**src/rtl/cond_eval_pkg.sv**
```systemverilog
package cond_eval_pkg;

  localparam int CODE_W = 4;

  typedef enum logic [CODE_W-1:0] {
    CC_EQ      = 4'b0000,
    CC_NE      = 4'b0001,
    CC_GT      = 4'b0010,
    CC_LE      = 4'b0011,
    CC_LT      = 4'b0100,
    CC_GE      = 4'b0101,
    CC_OVF     = 4'b0110,
    CC_NOVF    = 4'b0111,
    CC_CARRY   = 4'b1000,
    CC_NCARRY  = 4'b1001,
    CC_SW      = 4'b1010,
    CC_NSW     = 4'b1011,
    CC_MOVF    = 4'b1100,
    CC_NMOVF   = 4'b1101,
    CC_CNT_RUN = 4'b1110,
    CC_ALWAYS  = 4'b1111
  } cond_code_e;

  typedef struct packed {
    logic cnt_expired;
    logic xsign;
    logic shf_ovf;
    logic mac_ovf;
    logic carry;
    logic ovf;
    logic neg;
    logic zero;
  } status_flags_t;

  // Select values that route a status flag instead of a pin.
  localparam logic [3:0] SEL_XSIGN   = 4'd8;
  localparam logic [3:0] SEL_SHF_OVF = 4'd9;

endpackage

```
**src/rtl/cond_pin_sync.sv**
```systemverilog
module cond_pin_sync #(
  parameter int WIDTH  = 14,
  parameter int STAGES = 2
) (
  input  logic             clk,
  input  logic             rst_n,
  input  logic [WIDTH-1:0] async_in,
  output logic [WIDTH-1:0] sync_out
);

  logic [WIDTH-1:0] stage_q [STAGES];

  generate
    for (genvar s = 0; s < STAGES; s++) begin : g_stage
      if (s == 0) begin : g_first
        always_ff @(posedge clk) begin
          if (!rst_n) stage_q[0] <= '0;
          else        stage_q[0] <= async_in;
        end
      end else begin : g_next
        always_ff @(posedge clk) begin
          if (!rst_n) stage_q[s] <= '0;
          else        stage_q[s] <= stage_q[s-1];
        end
      end
    end
  endgenerate

  assign sync_out = stage_q[STAGES-1];

endmodule

```
**src/rtl/cond_sw_reg.sv**
```systemverilog
module cond_sw_reg #(
  parameter int SEL_W = 4
) (
  input  logic             clk,
  input  logic             rst_n,
  input  logic             wr_en,
  input  logic [SEL_W-1:0] wr_data,
  output logic [SEL_W-1:0] sel_q
);

  always_ff @(posedge clk) begin
    if (!rst_n)     sel_q <= '0;
    else if (wr_en) sel_q <= wr_data;
  end

endmodule

```
**src/rtl/cond_sw_select.sv**
```systemverilog
module cond_sw_select
  import cond_eval_pkg::*;
#(
  parameter int PIN_W = 14,
  parameter int SEL_W = 4
) (
  input  logic [SEL_W-1:0] sel,
  input  logic [PIN_W-1:0] pins_sync,
  input  logic             xsign,
  input  logic             shf_ovf,
  output logic             src_bit
);

  localparam int LOW_PINS  = int'(SEL_XSIGN);
  localparam int FLAG_GAP  = 2;

  // Select code that addresses pin i: the two flag codes sit between
  // the lower and upper pin groups.
  function automatic logic [SEL_W-1:0] code_of_pin(input int i);
    if (i < LOW_PINS) code_of_pin = SEL_W'(i);
    else              code_of_pin = SEL_W'(i + FLAG_GAP);
  endfunction

  logic pin_hit;

  always_comb begin
    pin_hit = 1'b0;
    for (int i = 0; i < PIN_W; i++) begin
      if (code_of_pin(i) == sel) pin_hit = pins_sync[i];
    end
  end

  always_comb begin
    if (sel == SEL_W'(SEL_XSIGN))        src_bit = xsign;
    else if (sel == SEL_W'(SEL_SHF_OVF)) src_bit = shf_ovf;
    else                                 src_bit = pin_hit;
  end

endmodule

```
**src/rtl/cond_code_eval.sv**
```systemverilog
module cond_code_eval
  import cond_eval_pkg::*;
(
  input  logic [CODE_W-1:0] code,
  input  status_flags_t     flags,
  input  logic              sw_bit,
  output logic              cond_true
);

  logic less;
  logic less_eq;

  assign less    = flags.neg ^ flags.ovf;
  assign less_eq = less | flags.zero;

  always_comb begin
    unique case (cond_code_e'(code))
      CC_EQ:      cond_true = flags.zero;
      CC_NE:      cond_true = ~flags.zero;
      CC_GT:      cond_true = ~less_eq;
      CC_LE:      cond_true = less_eq;
      CC_LT:      cond_true = less;
      CC_GE:      cond_true = ~less;
      CC_OVF:     cond_true = flags.ovf;
      CC_NOVF:    cond_true = ~flags.ovf;
      CC_CARRY:   cond_true = flags.carry;
      CC_NCARRY:  cond_true = ~flags.carry;
      CC_SW:      cond_true = sw_bit;
      CC_NSW:     cond_true = ~sw_bit;
      CC_MOVF:    cond_true = flags.mac_ovf;
      CC_NMOVF:   cond_true = ~flags.mac_ovf;
      CC_CNT_RUN: cond_true = ~flags.cnt_expired;
      CC_ALWAYS:  cond_true = 1'b1;
      default:    cond_true = 1'b0;
    endcase
  end

endmodule

```
**src/rtl/cond_eval.sv**
```systemverilog
module cond_eval
  import cond_eval_pkg::*;
#(
  parameter int PIN_W       = 14,
  parameter int SEL_W       = 4,
  parameter int SYNC_STAGES = 2
) (
  input  logic              clk,
  input  logic              rst_n,
  input  logic [CODE_W-1:0] cond_code,
  input  logic              flag_zero,
  input  logic              flag_neg,
  input  logic              flag_ovf,
  input  logic              flag_carry,
  input  logic              flag_mac_ovf,
  input  logic              flag_shf_ovf,
  input  logic              flag_xsign,
  input  logic              cnt_expired,
  input  logic [PIN_W-1:0]  pins,
  input  logic              sw_wr_en,
  input  logic [SEL_W-1:0]  sw_wr_data,
  output logic              cond_true
);

  status_flags_t    flags;
  logic [PIN_W-1:0] pins_sync;
  logic [SEL_W-1:0] sw_sel_q;
  logic             sw_bit;

  assign flags = '{cnt_expired: cnt_expired,
                   xsign:       flag_xsign,
                   shf_ovf:     flag_shf_ovf,
                   mac_ovf:     flag_mac_ovf,
                   carry:       flag_carry,
                   ovf:         flag_ovf,
                   neg:         flag_neg,
                   zero:        flag_zero};

  cond_pin_sync #(
    .WIDTH  (PIN_W),
    .STAGES (SYNC_STAGES)
  ) u_sync (
    .clk      (clk),
    .rst_n    (rst_n),
    .async_in (pins),
    .sync_out (pins_sync)
  );

  cond_sw_reg #(
    .SEL_W (SEL_W)
  ) u_swreg (
    .clk     (clk),
    .rst_n   (rst_n),
    .wr_en   (sw_wr_en),
    .wr_data (sw_wr_data),
    .sel_q   (sw_sel_q)
  );

  cond_sw_select #(
    .PIN_W (PIN_W),
    .SEL_W (SEL_W)
  ) u_swsel (
    .sel       (sw_sel_q),
    .pins_sync (pins_sync),
    .xsign     (flag_xsign),
    .shf_ovf   (flag_shf_ovf),
    .src_bit   (sw_bit)
  );

  cond_code_eval u_eval (
    .code      (cond_code),
    .flags     (flags),
    .sw_bit    (sw_bit),
    .cond_true (cond_true)
  );

endmodule

```
**config.mk**
```make
export PLATFORM = sky130hd
export DESIGN_NAME = cond_eval
export DESIGN_NICKNAME = d
export VERILOG_FILES = /design/src/rtl/cond_eval_pkg.sv /design/src/rtl/cond_pin_sync.sv /design/src/rtl/cond_sw_reg.sv /design/src/rtl/cond_sw_select.sv /design/src/rtl/cond_code_eval.sv /design/src/rtl/cond_eval.sv
export SDC_FILE = /design/constraint.sdc
export NUM_CORES = 1
export LEC_CHECK = 0
export BUFFER_PORTS_ARGS = -buffer_cell sky130_fd_sc_hd__buf_2
export CAP_MARGIN = 40
export CORE_AREA = 2 2 57 59
export DETAILED_ROUTE_END_ITERATION = 12
export DIE_AREA = 0 0 59 61
export GPL_TIMING_DRIVEN = 0
export PLACE_DENSITY = 0.69
export SYNTH_ARGS = -nofsm -noshare
export SYNTH_HDL_FRONTEND = slang
export SYNTH_HIERARCHICAL = 1
export SYNTH_SLANG_ARGS = --single-unit
```
**constraint.sdc**
```tcl
create_clock -name clk -period 1.7 [get_ports clk]
set_input_delay 0.085 -clock clk [delete_from_list [all_inputs] [get_ports clk]]
set_output_delay 0.085 -clock clk [all_outputs]
set_load 0.02 [all_outputs]
```
==> results.toml <==
[run_status]
outcome = "finished, violations left"
violations = "setup timing"

[synth]
synth_ff_type = "dfxtp_1"
yosysUniqueCellTypes = 28
synth_top_family_by_area = "simple AND/OR/NAND/NOR gates"
synth_nets = 144
ys_ff_latch = 32
syn_avg_cell_area_um2 = 11.5
netlist_instances = 111
muxShareOfSynthArea_pct = 10.9
synth_edf_count = 0
synthAdderAreaFrac_pct = 0
synth_xor_area_share_pct = 3.42
async_reset_ff_share_pct = 0
synth_compound_area_share_pct = 5.67
synthesis.area_um2 = 1280
yosys.area_share.simple_pct = 24.4
seq_area_frac_synth_pct = 50.0
ys_warn_count = 6

[grt]
grt_pass1_wl_um = 3260
met3_usage_pct = 6.40
busiest_layer = "met2"
overflow = 0
grt_pass1_vias = 807
grt_max_degree = 15
grt_use_met2_pct = 22.4
gr-usage-met1_pct = 13.2
grt_use_total_pct = 12.5
antenna_found_initial = 0

[min_path]
hp-class = "in -> reg"

[power]
p_leak_nw = 0.746
switching_share_pct = 21.6
p_int_mw = 1.11
pwr-share-clk_pct = 29.9
seqPwrFrac_pct = 56.2
switchingPower_mw = 0.307
ir_worst_vdd_v = 0.000534
pwr-share-comb_pct = 13.8
powerDensity_nw_per_um2 = 846

[cts]
clockBufferDepth = 2
root_buffer = "clkbuf_4"
cts_buffers = 5
clk_pin_slew_ns = 0.09
cts_tree = "built"
h-tree-depth = 2
insertion_delay_ns = 0.32
clock_sink_count = 32

[placement]
dpl_cell_area_um2 = 1480
dp_slack_ns = -0.442
port_buffers = 30
dp.cells = 174
hpwlAfterDp_um = 1460
gp_congestion = 0.683

[worst_setup_path]
ff2ff_setup_slack_ns = 0.93
crit_end = "cond_true"
end_kind = "output pin"
critPathMaxFanout = 4
crit-reg2reg-launch = "u_swreg/sel_q[2]"
cp-startpoint = "u_swreg/sel_q[0]"
r2r-end = "u_swreg/sel_q[2]"
arrival_ns = 2.28
r2r_cells = 2
required_ns = 1.62
path_class = "reg -> out"
start_kind = "flip-flop"

[drt]
post_drt_wl_per_cell_um = 10.6
via_per_inst = 4.52
detail_route.drc_violations = 0
routed_wl_um = 2090
vias = 885
dr.first_iter.drc_count = 15
drt_pass1_iterations = 3
ant_nets = 0

[sta]
hold_viol_final = 0
rsz0062_at_grt = "true"
fin_crit_sh_pct = 139
maxSlewHeadroom_pct = 81.6
fin_setup_tns_ns = -0.668
worst_pin_slew_ns = 0.275
setup_viol = 1
setup_slack_ns = -0.668
drv_slew = 0
whs_ns = 0.0239
skew_ns = 0.00525
fin_crit_ns = 2.37
fmax_ghz = 0.422

[floorplan]
fp-row-count = 20
io_pins = 34
initial_utilization_pct = 43.3
die_w_um = 59
die-area_um2 = 3600
die_height_um = 61
core_area_um2 = 2950

[layout]
syn2layout_area_growth_pct = 31.3
design_area_um2 = 1680
instances_no_fill = 196
layout-drive-gt1-share_pct = 41.7
nNetsFinal = 195
num_antenna_cells = 0

[job]
drv_cap = 0
kinds of logic (layout without fill, tap and decap cells):
kind of cell | count (synthesis) | after routing
mux | 11 | 11
compound gates | 11 | 11
xor+xnor | 5 | 5
simple gates | 45 | 45
flops | 32 | 32
buf+inv | 7 | 59
state kept, by name, summed over array words and instances, names as in the netlist:
| name | flops |
|---|---|
| u_swreg/sel_q | 4 |
| u_sync/stage_q | 28 |
cell type report:
class / count / area [um2]
plain buffers: 5 / 56.3
clock buffers: 8 / 58.8
fillers: 275 / 1270
inverters: 1 / 3.75
multi-input cells: 72 / 572
flip-flops and latches: 32 / 644
well taps: 33 / 41.3
repair buffers: 45 / 304
worst min path at each step:
| stage | slack (ns) | cells after the start | end | from |
|---|---|---|---|---|
| after floorplan | 0.21 | 1 | u_sync/stage_q[0][4] | pins[4] |
| after global placement | 0.29 | 2 | u_sync/stage_q[0][5] | pins[5] |
| after detailed placement | 0.29 | 2 | u_sync/stage_q[0][4] | pins[4] |
| after CTS | 0.02 | 3 | u_swreg/sel_q[0] | sw_wr_data[0] |
| after global routing | 0.04 | 3 | u_swreg/sel_q[3] | sw_wr_data[3] |
| final | 0.02 | 3 | u_swreg/sel_q[0] | sw_wr_data[0] |
power by group through the flow:
stage | Clock [mW] | Sequential, mW | Combinational (mW)
CTS | 0.444 | 0.799 | 0.200
global placement | 0 | 0.816 | 0.164
global route | 0.476 | 0.804 | 0.216
detailed placement | 0 | 0.817 | 0.171
finish | 0.426 | 0.799 | 0.196
floorplan | 0 | 0.812 | 0.114
stage by stage:
stage	total power [mW]	util (%)
after global placement	0.979	50.0
after detailed placement	0.988	50.0
after global routing	1.50	56.9
after floorplan	0.927	-
final	1.42	56.9
after CTS	1.44	57.1
cell usage after synthesis (all sizes together), types with 2 or more instances:
master,instances,area share (%)
dfxtp,32,50
and2,28,16
mux2i,9,7.0
nor2b,7,3.4
buf,6,5.3
o21ai,4,1.6
xnor2,4,2.7
a211oi,2,1.2
mux4,2,3.8
nand2b,2,0.98
layout by cell type, fill, tap and decap left out, drive strengths merged, types with 2 or more instances in the layout:
cell type    count
buf             36
a211oi           2
dfxtp           32
nand2b           2
dlygate4sd3     14
mux4             2
xnor2            4
mux2i            9
nor2b            7
and2            28
o21ai            4
clkbuf           8
what timing repair did:
action,in CTS,in global routing
hold endpoints to repair,14,0
setup endpoints to repair,1,1
hold buffers,14,0
pin swaps,4,4
gates resized for setup,1,2
setup buffers,1,0
critical path, cell delays in order, from the launching register on:
cell and delay (ns):
dfxtp_4 0.38, mux4_2 0.49, nor2b_1 0.14, a211oi_1 0.17, a31oi_1 0.07, mux2i_1 0.18, xnor2_1 0.14, o21ai_1 0.11
a21oi_2 0.16, buf_6 0.13
metal layers:
metal	up-vias	part of all wire, %
li1	474	-
met1	386	43
met2	23	51
met3	2	4.7
met4	0	0.91
met5	-	0
(Power assumes the default switching activity.)
